File: config.mk
export PLATFORM = sky130hd
export DESIGN_NAME = reg_write_guard
export DESIGN_NICKNAME = d
export VERILOG_FILES = /design/src/rtl/guard_pkg.sv /design/src/rtl/guard_decide.sv /design/src/rtl/guard_permreg.sv /design/src/rtl/guard_resp.sv /design/src/rtl/reg_write_guard.sv
export SDC_FILE = /design/constraint.sdc
export NUM_CORES = 1
export LEC_CHECK = 0
export BUFFER_PORTS_ARGS = -buffer_cell sky130_fd_sc_hd__buf_4
export CAP_MARGIN = 30
export CORE_ASPECT_RATIO = 1.25
export CORE_MARGIN = 8
export CORE_UTILIZATION = 34
export DETAILED_ROUTE_END_ITERATION = 7
export HOLD_SLACK_MARGIN = 0.12
export PLACE_DENSITY = 0.79
export SLEW_MARGIN = 20
export SYNTH_ARGS = -nofsm -noshare
export SYNTH_HDL_FRONTEND = slang
export SYNTH_SLANG_ARGS = --single-unit
File: constraint.sdc
create_clock -name clk -period 1.7 [get_ports clk]
set_input_delay 0.255 -clock clk [delete_from_list [all_inputs] [get_ports clk]]
set_output_delay 0.255 -clock clk [all_outputs]
set_load 0.005 [all_outputs]
File: src/rtl/guard_pkg.sv
package guard_pkg;
  localparam int unsigned REG_W   = 32;
  localparam int unsigned WL_N    = 4;
  localparam int unsigned B_USER  = 0;
  localparam int unsigned B_NSEC  = 1;
  localparam int unsigned B_LKEN  = 4;
  localparam int unsigned B_WL    = 8;
  localparam int unsigned B_LKWL  = 12;
  localparam int unsigned B_LKCFG = 20;

  localparam logic [REG_W-1:0] EN_MASK   = (32'h1 << B_USER) | (32'h1 << B_NSEC);
  localparam logic [REG_W-1:0] WL_MASK   = 32'hF << B_WL;
  localparam logic [REG_W-1:0] LOCK_MASK = (32'h1 << B_LKEN) | (32'h1 << B_LKWL) | (32'h1 << B_LKCFG);
  localparam logic [REG_W-1:0] RST_WORD  = 32'h1 << B_WL;

  typedef enum logic [1:0] {
    CLS_PERM = 2'd0,
    CLS_CFG  = 2'd1,
    CLS_GEN  = 2'd2,
    CLS_AUX  = 2'd3
  } reg_class_e;
endpackage

File: src/rtl/guard_decide.sv
module guard_decide
  import guard_pkg::*;
#(
  parameter int unsigned DOM_W = 4
) (
  input  logic             user_i,
  input  logic             nsec_i,
  input  logic [DOM_W-1:0] dom_i,
  input  logic [1:0]       cls_i,
  input  logic [REG_W-1:0] perm_i,
  output logic             ok_o
);
  logic [WL_N-1:0] dom_hit;
  logic priv_ok, sec_ok, dom_ok, cfg_ok;

  // One comparator per whitelist entry; full-width compare so high IDs never alias
  for (genvar i = 0; i < WL_N; i++) begin : g_dom
    assign dom_hit[i] = perm_i[B_WL + i] && (dom_i == DOM_W'(i));
  end

  always_comb begin
    priv_ok = !user_i || perm_i[B_USER];
    sec_ok  = !nsec_i || perm_i[B_NSEC];
    dom_ok  = |dom_hit;
    cfg_ok  = !((cls_i == CLS_CFG) && perm_i[B_LKCFG]);
    ok_o    = priv_ok && sec_ok && dom_ok && cfg_ok;
  end
endmodule

File: src/rtl/guard_permreg.sv
module guard_permreg
  import guard_pkg::*;
(
  input  logic             clk,
  input  logic             rst,
  input  logic             we_i,
  input  logic [REG_W-1:0] wdata_i,
  output logic [REG_W-1:0] perm_o
);
  logic [REG_W-1:0] perm_q;
  logic [REG_W-1:0] free_mask;
  logic [REG_W-1:0] perm_d;

  always_comb begin
    free_mask = '0;
    if (!perm_q[B_LKEN]) free_mask = free_mask | EN_MASK;
    if (!perm_q[B_LKWL]) free_mask = free_mask | WL_MASK;
    // unlocked fields take new data; lock bits may only go from 0 to 1
    perm_d = (perm_q & ~free_mask) | (wdata_i & free_mask) | (wdata_i & LOCK_MASK);
  end

  always_ff @(posedge clk) begin
    if (rst)       perm_q <= RST_WORD;
    else if (we_i) perm_q <= perm_d;
  end

  assign perm_o = perm_q;
endmodule

File: src/rtl/guard_resp.sv
module guard_resp (
  input  logic clk,
  input  logic rst,
  input  logic fire_i,
  input  logic ok_i,
  output logic grant_o,
  output logic err_o
);
  always_ff @(posedge clk) begin
    if (rst) begin
      grant_o <= 1'b0;
      err_o   <= 1'b0;
    end else begin
      grant_o <= fire_i && ok_i;
      err_o   <= fire_i && !ok_i;
    end
  end
endmodule

File: src/rtl/reg_write_guard.sv
module reg_write_guard
  import guard_pkg::*;
#(
  parameter int unsigned DOM_W = 4
) (
  input  logic             clk,
  input  logic             rst,
  input  logic             req_valid,
  input  logic             req_write,
  input  logic             req_user,
  input  logic             req_nsec,
  input  logic [DOM_W-1:0] req_domain,
  input  logic [1:0]       req_class,
  input  logic [31:0]      req_wdata,
  output logic             grant,
  output logic             acc_err,
  output logic [31:0]      perm_rdata
);
  logic fire, ok, perm_we;
  logic [REG_W-1:0] perm;

  assign fire    = req_valid && req_write;
  assign perm_we = fire && ok && (req_class == CLS_PERM);

  guard_decide #(.DOM_W(DOM_W)) u_decide (
    .user_i (req_user),
    .nsec_i (req_nsec),
    .dom_i  (req_domain),
    .cls_i  (req_class),
    .perm_i (perm),
    .ok_o   (ok)
  );

  guard_permreg u_perm (
    .clk     (clk),
    .rst     (rst),
    .we_i    (perm_we),
    .wdata_i (req_wdata),
    .perm_o  (perm)
  );

  guard_resp u_resp (
    .clk     (clk),
    .rst     (rst),
    .fire_i  (fire),
    .ok_i    (ok),
    .grant_o (grant),
    .err_o   (acc_err)
  );

  assign perm_rdata = perm;
endmodule

==> flow_summary.html <==
<table>
<tr><th>Metric</th><th>Value</th></tr>
<tr><th colspan="2">GRT</th></tr>
<tr><td>Sum of overflow across all layers after global routing</td><td>0</td></tr>
<tr><td>Maximum number of pins on one net before global-route repair</td><td>18</td></tr>
<tr><td>Number of global-route vias before repair</td><td>591</td></tr>
<tr><td>Initial antenna violation count</td><td>0</td></tr>
<tr><td>Global-route usage over all layers</td><td>8.67%</td></tr>
<tr><td>First-pass GRT wire length</td><td>2610 um</td></tr>
<tr><th colspan="2">Yosys</th></tr>
<tr><td>Cell area after technology mapping</td><td>719 um2</td></tr>
<tr><td>Area leader, netlist</td><td>dfxtp_1</td></tr>
<tr><td>Warnings from Yosys</td><td>0</td></tr>
<tr><td>Mean instance size in the synthesized netlist</td><td>9.59 um2</td></tr>
<tr><td>Number of flip-flops and latches in the synthesized netlist</td><td>11</td></tr>
<tr><td>Ranking of synthesized cells by area</td><td>dfxtp_1 (31%), buf_4 (24%), nand2b_1 (8.7%)</td></tr>
<tr><td>Gate count after technology mapping</td><td>75</td></tr>
<tr><td>Sequential area share after synthesis</td><td>30.6%</td></tr>
<tr><td>Number of distinct standard cells referenced by the synthesized netlist</td><td>21</td></tr>
<tr><td>Area share of the leading cell type in the synthesized netlist</td><td>30.6%</td></tr>
<tr><th colspan="2">Die</th></tr>
<tr><td>Placement Rows</td><td>18</td></tr>
<tr><td>Core Area</td><td>1980 um2</td></tr>
<tr><td>IO Count</td><td>78</td></tr>
<tr><td>Die outline width</td><td>57.1 um</td></tr>
<tr><td>Die outline height</td><td>67.4 um</td></tr>
<tr><td>Effective utilization at floorplan</td><td>36.3%</td></tr>
<tr><td>Die area</td><td>3850 um2</td></tr>
<tr><th colspan="2">Clock tree</th></tr>
<tr><td>Longest Clk Path Bufs</td><td>2</td></tr>
<tr><td>Cells resized by post-CTS repair</td><td>0</td></tr>
<tr><td>Clock Latency Late Sink</td><td>0.27 ns</td></tr>
<tr><td>Number of buffers inserted by post-CTS setup repair</td><td>0</td></tr>
<tr><td>Root Buffer</td><td>clkbuf_4</td></tr>
<tr><td>CTS Hold Bufs</td><td>0</td></tr>
<tr><td>Clock input transition at the sequential cells of the worst setup and hold paths</td><td>0.08 ns</td></tr>
<tr><td>TritonCTS Buffers</td><td>3</td></tr>
<tr><td>Total number of H-tree levels</td><td>1</td></tr>
<tr><td># clock sinks</td><td>11</td></tr>
<tr><td>TritonCTS clock tree</td><td>yes</td></tr>
<tr><th colspan="2">Power and ir drop</th></tr>
<tr><td>Logic gate share of total power</td><td>15.7%</td></tr>
<tr><td>Switching power as a share of total power</td><td>25.8%</td></tr>
<tr><td>Total power per unit cell area</td><td>576 nW/um2</td></tr>
<tr><td>Switching Power</td><td>0.135 mW</td></tr>
<tr><td>Relative contribution of the clock network to total power</td><td>34.9%</td></tr>
<tr><td>Int Power</td><td>0.390 mW</td></tr>
<tr><td>Relative contribution of sequential cells to total power</td><td>49.3%</td></tr>
<tr><td>Leak</td><td>0.423 nW</td></tr>
<tr><td>Maximum vdd drop</td><td>357 uV</td></tr>
<tr><th colspan="2">Timing</th></tr>
<tr><td>Max Fclk</td><td>737 MHz</td></tr>
<tr><td>Clock tree skew after final layout</td><td>0.00536 ns</td></tr>
<tr><td>Number of failing hold endpoints at the final stage</td><td>0</td></tr>
<tr><td>Fin crit share</td><td>79.8%</td></tr>
<tr><td>Sum of negative setup slack</td><td>0 ns</td></tr>
<tr><td>RSZ-0062 raised after global routing</td><td>no</td></tr>
<tr><td>Number of failing setup endpoints in the final timing report</td><td>0</td></tr>
<tr><td>Final Slew Violations</td><td>0</td></tr>
<tr><td>Worst Hold Margin</td><td>0.219 ns</td></tr>
<tr><td>Shortest period the worst path allows</td><td>1.36 ns</td></tr>
<tr><th colspan="2">Critical path</th></tr>
<tr><td>Worst EP required</td><td>1.87 ns</td></tr>
<tr><td>Critical path cell sequence</td><td>mux4_2 &gt; and4_4 &gt; a31oi_1 &gt; nor2_1</td></tr>
<tr><td>Kind of start point of the critical path</td><td>register</td></tr>
<tr><td>Crit-path slowest cell</td><td>mux4_2</td></tr>
<tr><td>Data arrival, critical path</td><td>1.53 ns</td></tr>
<tr><td>Crit-path max cell delay</td><td>0.51 ns</td></tr>
<tr><td>CP Capture Type</td><td>register</td></tr>
<tr><td>Classification of the worst setup path</td><td>reg2reg</td></tr>
<tr><td>Worst Path Max Fanout</td><td>5</td></tr>
<tr><th colspan="2">Route</th></tr>
<tr><td>Via count normalized by instance count</td><td>4.36</td></tr>
<tr><td>Antenna-violating nets left</td><td>0</td></tr>
<tr><td>Total detailed-routing wirelength</td><td>1680 um</td></tr>
<tr><td>DR vias</td><td>558</td></tr>
<tr><td>DR iter-0 viols</td><td>9</td></tr>
<tr><td>Average wire length per cell after detail routing</td><td>13.2 um</td></tr>
<tr><td>Detailed-routing iteration count for the pre-antenna-repair pass</td><td>4</td></tr>
<tr><td>Post-detailed-route DRC marker count</td><td>0</td></tr>
<tr><th colspan="2">Final layout</th></tr>
<tr><td>Fraction of final layout cells with drive strength greater than 1</td><td>41.7%</td></tr>
<tr><td>Antenna Diode Count</td><td>0</td></tr>
<tr><td>Area added between synthesis and finish</td><td>26.6%</td></tr>
<tr><td>Fin nets</td><td>153</td></tr>
<tr><td>Final instance area</td><td>911 um2</td></tr>
<tr><td>Filler cell count</td><td>208</td></tr>
<tr><th colspan="2">Min path</th></tr>
<tr><td>Tightest Hold Check Type</td><td>in2reg</td></tr>
<tr><th colspan="2">Place</th></tr>
<tr><td>Placement-stage cell area</td><td>883 um2</td></tr>
<tr><td>Count of input and output buffers</td><td>31</td></tr>
<tr><td>Final HPWL from detailed placement</td><td>1440 um</td></tr>
<tr><td>Final estimated routing congestion in global placement</td><td>0.670</td></tr>
<tr><th colspan="2">Run</th></tr>
<tr><td>MaxCap Viol Count</td><td>0</td></tr>
<tr><th colspan="2">Status</th></tr>
<tr><td>Status</td><td>finished, final reports clean</td></tr>
</table>
## path summary, 6_finish.rpt
check                startpoint                        endpoint  slack, ns  cells past startpoint
hold reg to reg        register                        register       0.50                      2
setup / recovery       register   u_perm.perm_o[4]$_SDFFE_PP0P_       0.34                      4
setup reg to reg       register   u_perm.perm_o[4]$_SDFFE_PP0P_       0.34                      4
hold / removal    req_wdata[20]  u_perm.perm_o[20]$_SDFFE_PP0P_       0.22                      3
## cell type report
| class | instances | area (um2) | area share, % |
|---|---|---|---|
| multi-input combinational | 62 | 405 | 44.5 |
| tap | 20 | 25.0 | 2.75 |
| clock inverter | 1 | 5.00 | 0.549 |
| timing repair buffer | 31 | 233 | 25.5 |
| sequential | 11 | 220 | 24.2 |
| clock buffer | 3 | 22.5 | 2.47 |
## worst max-delay path, delay by kind of cell, from the launching register on
kind / cells / cell delay (ns)
AO/OA/AOI/OAI: 1 / 0.17
AND/OR/NAND/NOR: 2 / 0.24
multiplexers: 1 / 0.51
flip-flops: 1 / 0.33
## cells by family after synthesis
group,count (synthesis),share of synthesized area (%)
AOI/OAI and AO/OA,4,4.35
buffers and inverters,24,24.5
DFF,11,30.6
muxes,7,11.5
other,1,0.521
and+or+nand+nor,28,28.5
## cell usage after synthesis
cell type	n
nor2_8	1
nor3_2	1
conb_1	1
nand3b_1	1
nand2b_2	1
nor3_1	2
nand2_1	2
buf_4	23
a31oi_1	3
a211oi_2	1
clkbuf_1	1
mux4_2	1
nand4_2	1
nor2_1	5
or2b_2	1
dfxtp_1	11
nand2b_1	10
or3_4	1
mux2i_1	6
and4_4	1
nor3_4	1
## stage by stage
step / utilization (%) / worst slack (ns) / cells / total power, mW
6_report: 46.0 / 0.344 / 128 / 0.525
5_1_grt: 46.0 / 0.247 / 128 / 0.557
4_1_cts: 46.0 / 0.339 / 128 / 0.531
3_5_place_dp: 44.6 / 0.254 / 124 / 0.346
3_3_place_gp: 44.6 / 0.290 / 124 / 0.344
2_1_floorplan: - / 0.410 / 97 / 0.339
## power groups by stage
stage,Sequential (mW),Clock (mW),Combinational (mW)
floorplan,0.265,0,0.0737
global placement,0.265,0,0.0792
detailed placement,0.265,0,0.0812
CTS,0.259,0.191,0.0811
global route,0.259,0.206,0.0914
finish,0.259,0.183,0.0827
## layer usage
| metal | track usage [%] | vias to the layer above | routed length (um) | part of all wire, % |
|---|---|---|---|---|
| met2 | 14.9 | 34 | 851 | 51 |
| met1 | 8.59 | 249 | 648 | 38 |
| met4 | 7.06 | 0 | 27 | 1.6 |
| met3 | 2.44 | 2 | 157 | 9.3 |
| met5 | 0 | - | 0 | 0 |
| li1 | - | 273 | - | - |
## layout by cell type, fill, tap and decap left out
cell / count
or3_4: 1
nor3_2: 1
nand2_1: 2
nand4_2: 1
mux2i_1: 6
nor2_8: 1
clkinv_2: 1
nand3b_1: 1
conb_1: 23
buf_4: 31
dfxtp_1: 11
and4_4: 1
nor2_1: 5
nand2b_1: 10
a31oi_1: 3
mux4_2: 1
nor3_4: 1
nor3_1: 2
clkbuf_4: 3
or2b_2: 1
nand2b_2: 1
a211oi_2: 1
Power figures use the tool's default switching activity.
